--- src/rtl/irq_gate_pkg.sv ---
package irq_gate_pkg;
    localparam int NUM_SRC = 6;
    localparam int REG_W   = 8;
    localparam int IDX_EX0 = 0;
    localparam int IDX_TM0 = 1;
    localparam int IDX_EX1 = 2;
    localparam int IDX_TM1 = 3;
    localparam int IDX_SER = 4;
    localparam int IDX_TM2 = 5;
    localparam int IDX_RSV = 6;
    localparam int IDX_GLB = 7;

    typedef struct packed {
        logic [NUM_SRC-1:0] pend;
        logic               any;
    } samp_state_t;

    typedef struct packed {
        logic ext;
        logic ovf;
    } t2_state_t;
endpackage

--- src/rtl/irq_en_reg.sv ---
module irq_en_reg
    import irq_gate_pkg::*;
#(
    parameter int W       = REG_W,
    parameter int RSV_BIT = IDX_RSV,
    parameter int GLB_BIT = IDX_GLB
) (
    input  logic         clk,
    input  logic         rst_n,
    input  logic         we,
    input  logic [W-1:0] wdata,
    output logic [W-1:0] en_q
);
    localparam logic [W-1:0] KEEP_MASK = ~(W'(1) << RSV_BIT);

    logic [W-1:0] en_d;

    always_comb begin
        en_d = en_q;
        if (we) begin
            en_d = wdata & KEEP_MASK;
        end
    end

    always_ff @(posedge clk or negedge rst_n) begin
        if (!rst_n) en_q <= '0;
        else        en_q <= en_d;
    end

    assert_rsvd_zero_R2: assert property (@(posedge clk) disable iff (!rst_n)
        en_q[RSV_BIT] == 1'b0);
    assert_glb_write_R2: assert property (@(posedge clk) disable iff (!rst_n)
        we |=> en_q[GLB_BIT] == $past(wdata[GLB_BIT]));
    assert_hold_R2: assert property (@(posedge clk) disable iff (!rst_n)
        !we |=> $stable(en_q));
endmodule

--- src/rtl/irq_t2_flags.sv ---
module irq_t2_flags
    import irq_gate_pkg::*;
(
    input  logic       clk,
    input  logic       rst_n,
    input  logic       ovf_set,
    input  logic       ext_set,
    input  logic       sw_we,
    input  logic [1:0] sw_wdata,
    output logic [1:0] flags,
    output logic       req
);
    t2_state_t st_d, st_q;

    always_comb begin
        st_d = st_q;
        if (sw_we) begin
            st_d.ovf = sw_wdata[0];
            st_d.ext = sw_wdata[1];
        end
        if (ovf_set) st_d.ovf = 1'b1;
        if (ext_set) st_d.ext = 1'b1;
    end

    always_ff @(posedge clk or negedge rst_n) begin
        if (!rst_n) st_q <= '0;
        else        st_q <= st_d;
    end

    assign flags = {st_q.ext, st_q.ovf};
    assign req   = st_q.ovf | st_q.ext;

    assert_set_wins_R10: assert property (@(posedge clk) disable iff (!rst_n)
        ovf_set |=> flags[0]);
    assert_ext_set_R6: assert property (@(posedge clk) disable iff (!rst_n)
        ext_set |=> flags[1]);
    assert_sticky_R6: assert property (@(posedge clk) disable iff (!rst_n)
        !sw_we |=> (flags & $past(flags)) == $past(flags));
endmodule

--- src/rtl/irq_sampler.sv ---
module irq_sampler
    import irq_gate_pkg::*;
#(
    parameter int N       = NUM_SRC,
    parameter int W       = REG_W,
    parameter int GLB_BIT = IDX_GLB
) (
    input  logic         clk,
    input  logic         rst_n,
    input  logic         stb,
    input  logic [N-1:0] req,
    input  logic [W-1:0] en,
    output logic [N-1:0] pend,
    output logic         any
);
    samp_state_t st_d, st_q;
    logic [N-1:0] gated;

    for (genvar i = 0; i < N; i++) begin : g_gate
        assign gated[i] = req[i] & en[i] & en[GLB_BIT];
    end

    always_comb begin
        st_d = st_q;
        if (stb) begin
            st_d.pend = gated;
            st_d.any  = |gated;
        end
    end

    always_ff @(posedge clk or negedge rst_n) begin
        if (!rst_n) st_q <= '0;
        else        st_q <= st_d;
    end

    assign pend = st_q.pend;
    assign any  = st_q.any;

    assert_glb_off_R3: assert property (@(posedge clk) disable iff (!rst_n)
        (stb && !en[GLB_BIT]) |=> pend == '0);
    assert_only_on_stb_R7: assert property (@(posedge clk) disable iff (!rst_n)
        !stb |=> ($stable(pend) && $stable(any)));
    assert_enabled_only_R4: assert property (@(posedge clk) disable iff (!rst_n)
        stb |=> (pend & ~$past(en[N-1:0])) == '0);
    assert_any_match_R9: assert property (@(posedge clk) disable iff (!rst_n)
        any == (pend != '0));
endmodule

--- src/rtl/irq_enable_gate.sv ---
module irq_enable_gate
    import irq_gate_pkg::*;
(
    input  logic                clk,
    input  logic                rst_n,
    input  logic                sample_stb,
    input  logic                ext0_req,
    input  logic                tmr0_req,
    input  logic                ext1_req,
    input  logic                tmr1_req,
    input  logic                ser_req,
    input  logic                t2_ovf_set,
    input  logic                t2_ext_set,
    input  logic                t2_flag_we,
    input  logic [1:0]          t2_flag_wdata,
    input  logic                en_we,
    input  logic [REG_W-1:0]    en_wdata,
    output logic [REG_W-1:0]    en_rdata,
    output logic [1:0]          t2_flags,
    output logic [NUM_SRC-1:0]  pending,
    output logic                any_pending
);
    logic [REG_W-1:0]   en_q;
    logic               t2_req;
    logic [NUM_SRC-1:0] req_vec;

    irq_en_reg u_en (
        .clk   (clk),
        .rst_n (rst_n),
        .we    (en_we),
        .wdata (en_wdata),
        .en_q  (en_q)
    );

    irq_t2_flags u_t2 (
        .clk      (clk),
        .rst_n    (rst_n),
        .ovf_set  (t2_ovf_set),
        .ext_set  (t2_ext_set),
        .sw_we    (t2_flag_we),
        .sw_wdata (t2_flag_wdata),
        .flags    (t2_flags),
        .req      (t2_req)
    );

    always_comb begin
        req_vec          = '0;
        req_vec[IDX_EX0] = ext0_req;
        req_vec[IDX_TM0] = tmr0_req;
        req_vec[IDX_EX1] = ext1_req;
        req_vec[IDX_TM1] = tmr1_req;
        req_vec[IDX_SER] = ser_req;
        req_vec[IDX_TM2] = t2_req;
    end

    irq_sampler u_samp (
        .clk   (clk),
        .rst_n (rst_n),
        .stb   (sample_stb),
        .req   (req_vec),
        .en    (en_q),
        .pend  (pending),
        .any   (any_pending)
    );

    assign en_rdata = en_q;

    assert_t2_or_R5: assert property (@(posedge clk) disable iff (!rst_n)
        (sample_stb && en_q[IDX_GLB] && en_q[IDX_TM2] && (t2_flags != 2'b00))
        |=> pending[IDX_TM2]);
endmodule

--- config.mk ---
export PLATFORM = sky130hd
export DESIGN_NAME = irq_enable_gate
export DESIGN_NICKNAME = d
export VERILOG_FILES = /design/src/rtl/irq_gate_pkg.sv /design/src/rtl/irq_en_reg.sv /design/src/rtl/irq_t2_flags.sv /design/src/rtl/irq_sampler.sv /design/src/rtl/irq_enable_gate.sv
export SDC_FILE = /design/constraint.sdc
export NUM_CORES = 1
export LEC_CHECK = 0
export ABC_AREA = 1
export CAP_MARGIN = 20
export CORE_MARGIN = 4
export CORE_UTILIZATION = 25
export CTS_CLUSTER_SIZE = 25
export DETAILED_ROUTE_END_ITERATION = 6
export DONT_BUFFER_PORTS = 1
export GPL_ROUTABILITY_DRIVEN = 1
export PLACE_DENSITY = 0.49
export SKIP_CTS_REPAIR_TIMING = 1
export SLEW_MARGIN = 20
export SYNTH_ARGS = -nofsm -noshare
export SYNTH_HDL_FRONTEND = slang
export SYNTH_SLANG_ARGS = --single-unit
--- constraint.sdc ---
create_clock -name clk -period 1 [get_ports clk]
set_input_delay 0.3 -clock clk [delete_from_list [all_inputs] [get_ports clk]]
set_output_delay 0.3 -clock clk [all_outputs]
set_load 0.005 [all_outputs]
==> results of run 1 <==
==> cell type report <==
class / count / area, µm² / share of cell area, %
inverter: 6 / 22.52 / 2.927
timing repair buffer: 4 / 36.28 / 4.715
tap: 30 / 37.54 / 4.878
sequential: 16 / 401.6 / 52.20
clock buffer: 4 / 36.28 / 4.715
multi-input combinational: 39 / 235.2 / 30.57
==> per-layer routing <==
metal / up-vias / share of wire [%] / wire length (µm)
met3: 2 / 9.2 / 127
met5: - / 0 / 0
met1: 206 / 39 / 541
met2: 24 / 50 / 689
li1: 216 / - / -
met4: 0 / 1.4 / 19
==> flip-flops by register name, summed over array words and instances, names as in the netlist <==
register / flops
u_t2.flags: 2
u_samp.pend: 6
u_samp.any: 1
u_en.en_q: 7
==> cells in the mapped netlist (all sizes together) <==
cell type   n
dfrtp      16
conb        1
o21ai       7
buf         2
mux2        7
a21oi       2
nand3       6
nand2      11
nor2        5
inv         6
==> layout by cell type (no fill, tap or decap) <==
cell type      instances
a21oi_1                2
buf_4                  2
buf_6                  1
clkbuf_4               3
clkbuf_8               1
conb_1                 1
dfrtp_1               15
dfrtp_2                1
dlygate4sd3_1          1
inv_1                  4
inv_2                  2
mux2_2                 7
nand2_1               10
nand2_2                1
nand3_1                3
nand3_2                3
nor2_1                 5
o21ai_0                6
o21ai_1                1
==> metrics by stage <==
step	TNS (ps)	hold WS [ps]	setup slack [ps]	power, mW
floorplan	0	4.409	92.05	0.8621
global placement	-8.001	4.900	-8.001	0.8902
detailed placement	-18.07	4.819	-18.07	0.8947
CTS	-396.7	-310.5	-253.4	1.317
global route	-1905	90.00	-163.5	1.416
finish	-165.1	116.2	-114.6	1.322
==> cell families after synthesis <==
logic type	count (synthesis)	synth area share [%]
AO/OA/AOI/OAI	9	6.844
multiplexers	7	11.98
buffers and inverters	8	5.323
other	1	0.5698
flip-flops	16	60.84
AND/OR/NAND/NOR	22	14.45
==> report_power, final <==
part	switching, mW	total (mW)	internal (mW)
logic	0.0696	0.145	0.0750
registers	0.0580	0.767	0.709
clock network	0.188	0.410	0.221
==> worst max-delay path by stage <==
stage / startpoint / endpoint / slack [ps] / cells past startpoint
final: u_en.en_q[7]$_DFFE_PN0P_ / en_rdata[7] / -110 / 1
after detailed placement: u_en.en_q[7]$_DFFE_PN0P_ / u_samp.any$_DFFE_PN0P_ / -20 / 6
after CTS: u_en.en_q[7]$_DFFE_PN0P_ / en_rdata[7] / -250 / 1
after global routing: u_en.en_q[7]$_DFFE_PN0P_ / en_rdata[7] / -160 / 1
after global placement: u_en.en_q[7]$_DFFE_PN0P_ / u_samp.any$_DFFE_PN0P_ / -8 / 6
after floorplan: u_en.en_q[7]$_DFFE_PN0P_ / u_samp.any$_DFFE_PN0P_ / 90 / 6
==> impl_metrics.py, run 1 <==
metrics = {
    "worst_setup_path": {
        "path_buf_inv": 1,
        "crit_path_max_incr_delay_ps": 420,
        "crit_slowest_cell": "dfrtp_2",
        "cp-start-kind": "flip-flop",
        "critPathArrivalTime_ps": 810,
        "cp-end-kind": "primary output",
        "r2r-start": "u_en.en_q[7]$_DFFE_PN0P_",
        "crit_type": "flip-flop to primary output",
        "reg2reg_depth": 7,
        "crit_required_ps": 700,
        "path_delay_family": "flip-flops",
        "worst-path-max-fanout": 3,
        "r2r_setup_slack_ps": -50,
        "crit_chain": "buf_6",
        "rr_endpoint": "u_samp.any$_DFFE_PN0P_",
    },
    "drt": {
        "drt-initial-drc-count": 1,
        "antenna_left": 0,
        "dr.pass1.iters": 2,
        "routedWlPerCell_um": 13.91,
        "vias_per_cell": 4.525,
        "drcViolationCount": 0,
        "routed_wl_um": 1377,
        "vias": 448,
    },
    "floorplanning": {
        "core_area_um2": 2500,
        "die_y_um": 59.31,
        "io_pins": 39,
        "rows": 18,
        "dieWidth_um": 59.31,
        "die_area_um2": 3518,
        "start_util_pct": 26.33,
    },
    "layout": {
        "drive_gt1_share_pct": 30.43,
        "fillers": 282,
        "design_area_um2": 769.5,
        "finalNonFillerCells": 99,
        "nets": 92,
        "diodes": 0,
        "area_delta_synth_final_pct": 16.92,
        "utilization_pct": 30.78,
    },
    "flow_run": {
        "max-cap-violations": 0,
    },
    "global_routing": {
        "globalRouteMet1Util_pct": 8.796,
        "top_usage_layer": "met2",
        "use_met3_pct": 5.011,
        "grt_start_max_net_pins": 17,
        "grt_overflow_total": 0,
        "grt_pass1_vias": 490,
        "antenna_found_initial": 0,
        "grt_pass1_wl_um": 2180,
        "met2_usage_pct": 13.73,
        "grt_usage_pct": 8.367,
    },
    "clocking": {
        "h-tree-depth": 1,
        "clock_latency_ps": 280,
        "cts.path.max_buffers": 2,
        "cts-buffers-inserted": 3,
        "cts-root-buf": "clkbuf_4",
        "cts_sinks": 16,
        "path_clk_slew_ps": 80,
        "cts_tree": "built",
    },
    "yosys": {
        "yosysSeqAreaShare_pct": 60.84,
        "synthCells": 63,
        "synth_area_um2": 658.1,
        "synth_top_area_share_pct": 60.84,
        "netlist_top_cells_area": "dfrtp_1, mux2_2, nand2_1",
        "synth_area_per_cell_um2": 10.45,
        "yosysUniqueCellTypes": 14,
        "synth.largest_area_cell": "dfrtp_1",
        "yosys_warnings": 0,
        "synth_nets": 85,
        "synth_seq_cells": 16,
    },
    "placed_design": {
        "place_area_um2": 690.7,
        "numPortBuffers": 0,
        "gp_congestion": 0.7308,
        "place_hpwl_um": 1077,
        "dp.cells": 92,
    },
    "min_path": {
        "hp-class": "input port to flip-flop",
        "min_to": "u_t2.flags[0]$_DFFE_PN0P_",
        "hold_start": "t2_flag_we",
        "whs_path_depth": 1,
    },
    "sta": {
        "finalCritPeriodShare_pct": 111.5,
        "slew_headroom_pct": 54.10,
        "finalWorstSetupSlack_ps": -114.6,
        "fmax_mhz": 897.2,
        "clock_skew_ps": 2.982,
        "rsz0062_at_grt": "true",
        "setup_viol": 4,
        "period_needed_ps": 1115,
        "slew_viol_final": 0,
        "worst_pin_slew_ps": 686.2,
        "hold_viol": 0,
    },
    "pwr": {
        "p_per_area_nw_per_um2": 1717,
        "p_leak_nw": 0.3583,
        "peakVddDrop_mv": 0.8501,
    },
    "outcome": {
        "status": "complete, but fails checks",
        "failed_checks": "negative setup slack",
    },
}
(Power assumes the default switching activity.)
==> run 2: changes to the inputs <==
--- a/config.mk
+++ b/config.mk
@@ -7,13 +7,15 @@
 export LEC_CHECK = 0
 export ABC_AREA = 1
 export CAP_MARGIN = 20
-export CORE_MARGIN = 4
+export CORE_MARGIN = 2
 export CORE_UTILIZATION = 25
 export CTS_CLUSTER_SIZE = 25
 export DETAILED_ROUTE_END_ITERATION = 6
 export DONT_BUFFER_PORTS = 1
 export GPL_ROUTABILITY_DRIVEN = 1
+export GPL_TIMING_DRIVEN = 0
 export PLACE_DENSITY = 0.49
+export SETUP_SLACK_MARGIN = 0.2
 export SKIP_CTS_REPAIR_TIMING = 1
 export SLEW_MARGIN = 20
 export SYNTH_ARGS = -nofsm -noshare
==> run 2 against run 1 <==
Against the previous run: the flow finishes with violations (negative hold slack, negative setup slack); worst hold slack worse by 420 ps; fmax is 5.7% higher; sequential cell count stayed put.
==> impl_metrics.py, run 2 (synthesis results as in run 1) <==
metrics = {
    "layout": {
        "layout_common_cells": "dfrtp_1, nand2_1, nand3_1, mux2_4, nor2_1",
        "nets": 90,
        "diodes": 0,
        "area_delta_synth_final_pct": 14.83,
        "drive_gt1_share_pct": 25.76,
        "largest_reg_flops": 7,
        "fillers": 274,
        "layout_commonest_cell": "dfrtp_1",
        "largest_register": "u_en.en_q",
        "finalNonFillerCells": 96,
    },
    "pwr": {
        "p_int_mw": 0.9255,
        "power_switching_mw": 0.3062,
        "p_seq_share_pct": 62.7,
        "clock_power_share_pct": 26.6,
        "peakVddDrop_mv": 0.9130,
        "power_mw": 1.232,
        "p_leak_nw": 0.3659,
        "p_comb_share_pct": 10.7,
        "switching_share_pct": 24.86,
        "p_per_area_nw_per_um2": 1630,
    },
    "placed_design": {
        "gp_congestion": 0.6903,
        "numPortBuffers": 0,
        "dp.cells": 93,
        "place_hpwl_um": 1066,
    },
    "floorplanning": {
        "io_pins": 39,
        "start_util_pct": 26.57,
        "die_y_um": 55.31,
        "dieWidth_um": 55.31,
        "die_area_um2": 3059,
        "core_area_um2": 2477,
        "rows": 18,
    },
    "sta": {
        "whs_ps": -299.3,
        "hold_viol": 16,
        "rsz0062_at_grt": "true",
        "period_needed_ps": 1055,
        "slew_viol_final": 0,
        "finalWorstSetupSlack_ps": -54.71,
        "clock_skew_ps": 6.167,
        "fmax_mhz": 948.1,
        "finalCritPeriodShare_pct": 105.5,
        "setup_viol": 1,
        "fin_setup_tns_ps": -54.71,
    },
    "clocking": {
        "h-tree-depth": 1,
        "path_clk_slew_ps": 90,
        "cts_tree": "built",
        "cts.path.max_buffers": 2,
        "cts_sinks": 16,
        "cts-buffers-inserted": 3,
        "cts-root-buf": "clkbuf_4",
        "clock_latency_ps": 280,
    },
    "drt": {
        "drt-initial-drc-count": 13,
        "antenna_left": 0,
        "routedWlPerCell_um": 14.07,
        "drcViolationCount": 0,
        "routed_wl_um": 1351,
        "dr.pass1.iters": 3,
        "vias": 435,
        "vias_per_cell": 4.531,
    },
    "min_path": {
        "hp-class": "input port to async pin",
    },
    "worst_setup_path": {
        "cp-end-kind": "primary output",
        "reg2reg_depth": 6,
        "cp-start-kind": "flip-flop",
        "r2r-start": "u_en.en_q[7]$_DFFE_PN0P_",
        "r2r_setup_slack_ps": 20,
        "crit_required_ps": 700,
        "rr_endpoint": "u_samp.any$_DFFE_PN0P_",
        "critPathArrivalTime_ps": 750,
        "worst-path-max-fanout": 8,
        "crit_type": "flip-flop to primary output",
    },
    "outcome": {
        "status": "complete, but fails checks",
        "failed_checks": "negative hold slack, negative setup slack",
    },
    "global_routing": {
        "grt_overflow_total": 0,
        "grt_pass1_wl_um": 2256,
        "antenna_found_initial": 0,
        "grt_pass1_vias": 459,
        "grt_start_max_net_pins": 17,
        "grt_usage_pct": 9.749,
    },
    "flow_run": {
        "max-cap-violations": 0,
    },
}
run 2: changes by cell type in the layout (fill, tap and decap cells not counted):
cell | previous run | this run
nand3_1 | 3 | 5
clkbuf_8 | 1 | 0
o21ai_0 | 6 | 3
mux2_4 | 0 | 5
mux2_2 | 7 | 2
buf_6 | 1 | 0
buf_4 | 2 | 1
dlygate4sd3_1 | 1 | 0
buf_12 | 0 | 1
o21ai_1 | 1 | 4
nand3_2 | 3 | 1
run 2: power by group through the flow:
stage | Sequential [mW] | Clock, mW | Combinational [mW]
after floorplan | 0.767 | 0 | 0.116
after global placement | 0.787 | 0 | 0.129
after detailed placement | 0.788 | 0 | 0.130
after CTS | 0.775 | 0.345 | 0.131
after global routing | 0.784 | 0.378 | 0.151
final | 0.773 | 0.328 | 0.131
run 2: layout make-up:
cell class / instances / area, µm² / area share, %
clock buffer: 3 / 22.52 / 2.980
inverter: 6 / 22.52 / 2.980
buffer: 2 / 27.53 / 3.642
tap: 30 / 37.54 / 4.967
multi-input combinational: 39 / 244.0 / 32.28
sequential: 16 / 401.6 / 53.15
run 2: worst max-delay path by stage:
stage	start	endpoint	slack (ps)	cells past startpoint
floorplan	u_en.en_q[7]$_DFFE_PN0P_	u_samp.any$_DFFE_PN0P_	100	6
global placement	u_en.en_q[7]$_DFFE_PN0P_	u_samp.any$_DFFE_PN0P_	-60	6
detailed placement	u_en.en_q[7]$_DFFE_PN0P_	u_samp.any$_DFFE_PN0P_	-60	6
CTS	u_en.en_q[7]$_DFFE_PN0P_	en_rdata[7]	-130	0
global route	u_en.en_q[7]$_DFFE_PN0P_	en_rdata[7]	-110	0
finish	u_en.en_q[7]$_DFFE_PN0P_	en_rdata[7]	-50	0
run 2: through the flow:
stage / setup WS, ps / utilization, % / hold slack (ps) / instance area, µm²
after global placement: -61.03 / 29.44 / 4.745 / 729.5
after global routing: -109.9 / 30.51 / -326.2 / 755.7
after detailed placement: -61.51 / 29.44 / 4.749 / 729.5
after floorplan: 102.8 / - / 4.409 / 691.9
final: -54.71 / 30.51 / -299.3 / 755.7
after CTS: -131.1 / 30.35 / -307.2 / 752.0
run 2: per-layer routing:
layer / GRT usage [%] / vias up / wire, µm
met5: 0 / - / 0
met4: 1.045 / 0 / 0
met3: 7.494 / 0 / 189
met2: 15.14 / 29 / 616
met1: 11.00 / 196 / 545
li1: - / 210 / -
==> run 3: changes to the inputs <==
--- a/config.mk
+++ b/config.mk
@@ -16,7 +16,6 @@
 export GPL_TIMING_DRIVEN = 0
 export PLACE_DENSITY = 0.49
 export SETUP_SLACK_MARGIN = 0.2
-export SKIP_CTS_REPAIR_TIMING = 1
 export SLEW_MARGIN = 20
 export SYNTH_ARGS = -nofsm -noshare
 export SYNTH_HDL_FRONTEND = slang
==> run 3 against run 2 <==
Against the previous run: the flow finishes with violations (negative setup slack); first-iteration DRC count fell by 54%; die area stayed put; global-route usage about the same; clock-buffer cell count unchanged; register-to-register slack about the same; design area up 1.7%; critical path type unchanged; largest cell class unchanged.
==> impl_metrics.py, run 3 (synthesis results as in run 1) <==
metrics = {
    "pwr": {
        "p_per_area_nw_per_um2": 1629,
        "clock_power_share_pct": 26.5,
        "power_switching_mw": 0.3230,
        "p_comb_share_pct": 11.8,
        "p_leak_nw": 0.3786,
        "p_int_mw": 0.9287,
        "peakVddDrop_mv": 0.9218,
        "power_mw": 1.252,
        "switching_share_pct": 25.80,
        "p_seq_share_pct": 61.7,
    },
    "outcome": {
        "status": "complete, but fails checks",
        "failed_checks": "negative setup slack",
    },
    "flow_run": {
        "max-cap-violations": 0,
    },
    "worst_setup_path": {
        "cp-end-kind": "primary output",
        "r2r-start": "u_en.en_q[7]$_DFFE_PN0P_",
        "r2r_setup_slack_ps": 20,
        "critPathArrivalTime_ps": 760,
        "crit_path_start": "u_en.en_q[7]$_DFFE_PN0P_",
        "crit_required_ps": 700,
        "cp-start-kind": "flip-flop",
        "rr_endpoint": "u_samp.any$_DFFE_PN0P_",
        "worst-path-max-fanout": 8,
        "critPathCapture": "en_rdata[7]",
        "crit_type": "flip-flop to primary output",
        "worst-path-stages": 0,
        "reg2reg_depth": 6,
    },
    "floorplanning": {
        "core_area_um2": 2477,
        "die_y_um": 55.31,
        "rows": 18,
        "dieWidth_um": 55.31,
        "start_util_pct": 26.57,
        "die_area_um2": 3059,
        "io_pins": 39,
    },
    "layout": {
        "largest_register": "u_en.en_q",
        "layout_common_cells": "dfrtp_1, nand2_1, nand3_1, mux2_4, nor2_1",
        "layout_commonest_cell": "dfrtp_1",
        "drive_gt1_share_pct": 25.37,
        "area_delta_synth_final_pct": 16.73,
        "finalNonFillerCells": 97,
        "largest_reg_flops": 7,
        "nets": 91,
        "diodes": 0,
    },
    "global_routing": {
        "grt_pass1_vias": 455,
        "grt_overflow_total": 0,
        "antenna_found_initial": 0,
        "grt_pass1_wl_um": 2263,
        "grt_usage_pct": 9.798,
        "grt_start_max_net_pins": 17,
    },
    "sta": {
        "slew_viol_final": 0,
        "setup_viol": 3,
        "finalCritPeriodShare_pct": 105.8,
        "rsz0062_at_grt": "true",
        "period_needed_ps": 1058,
        "fmax_mhz": 945.3,
        "clock_skew_ps": 7.872,
        "hold_viol": 0,
        "finalWorstSetupSlack_ps": -57.91,
        "slew_headroom_pct": 50.69,
        "worst_pin_slew_ps": 739.6,
    },
    "clocking": {
        "cts_setup_buffers": 0,
        "cts.path.max_buffers": 2,
        "cts-root-buf": "clkbuf_4",
        "cts-buffers-inserted": 3,
        "clock_latency_ps": 280,
        "h-tree-depth": 1,
        "cts_sinks": 16,
        "cts_tree": "built",
        "path_clk_slew_ps": 80,
    },
    "drt": {
        "drt-initial-drc-count": 6,
        "dr.pass1.iters": 3,
        "routed_wl_um": 1376,
        "vias_per_cell": 4.495,
        "drcViolationCount": 0,
        "vias": 436,
        "routedWlPerCell_um": 14.19,
        "antenna_left": 0,
    },
    "placed_design": {
        "place_hpwl_um": 1066,
        "gp_congestion": 0.6903,
        "dp.cells": 93,
        "numPortBuffers": 0,
    },
    "min_path": {
        "hp-class": "input port to flip-flop",
        "hold_start": "t2_flag_we",
    },
}
[run 3: cell count changes in the layout (fill, tap and decap cells not counted)]
cell            change
dlymetal6s4s_1      +1
[run 3: area by class of cell]
cell class / count / area (µm²)
Timing Repair Buffer: 1 / 12.51
Fill cell: 272 / 1709
Clock buffer: 3 / 22.52
Inverter: 6 / 22.52
Multi-Input combinational cell: 39 / 244.0
Tap cell: 30 / 37.54
Sequential cell: 16 / 401.6
Buffer: 2 / 27.53
[run 3: timing repair]
action | 4_1_cts | 5_1_grt
resized for setup | 4 | 2
endpoints found under the hold margin | 16 | 0
hold buffers | 1 | 0
endpoints found under the setup margin | 28 | 46
[run 3: worst reg2reg max path, cell delays in order (launching register included)]
cell	delay, ps
dfrtp_2	480
nand3_1	100
nand2_1	60
inv_2	50
nand2_1	40
nor2_1	100
nor2_1	50
[run 3: worst min path at each step]
stage                                 endpoint  slack (ps)  cells after the start
floorplan             u_en.en_q[0]$_DFFE_PN0P_           4                      0
detailed placement  u_samp.pend[4]$_DFFE_PN0P_           5                      0
CTS                  u_t2.flags[1]$_DFFE_PN0P_         110                      1
finish               u_t2.flags[1]$_DFFE_PN0P_         120                      1
global route         u_t2.flags[1]$_DFFE_PN0P_          90                      1
global placement    u_samp.pend[4]$_DFFE_PN0P_           5                      0
[run 3: layer usage]
layer / wire length (µm) / up-vias / GRT usage (%)
met4: 0 / 0 / 1.045
met1: 553 / 195 / 11.14
met2: 635 / 28 / 15.14
met5: 0 / - / 0
met3: 187 / 0 / 7.494
li1: - / 213 / -
[run 3: power by group through the flow]
stage,Sequential (mW),Combinational [mW],Clock [mW]
2_1_floorplan,0.767,0.116,0
3_3_place_gp,0.787,0.129,0
3_5_place_dp,0.788,0.130,0
4_1_cts,0.776,0.149,0.345
5_1_grt,0.784,0.169,0.380
6_report,0.773,0.147,0.332
[run 3: stage by stage]
stage | instance area [µm²] | hold WS, ps | worst slack (ps) | util [%] | TNS (ps)
floorplan | 691.9 | 4.409 | 102.8 | - | 0
global placement | 729.5 | 4.745 | -61.03 | 29.44 | -61.03
detailed placement | 729.5 | 4.749 | -61.51 | 29.44 | -61.51
CTS | 765.7 | 107.9 | -79.32 | 30.91 | -571.2
global route | 768.2 | 90.32 | -110.0 | 31.01 | -610.4
finish | 768.2 | 117.7 | -57.91 | 31.01 | -58.70
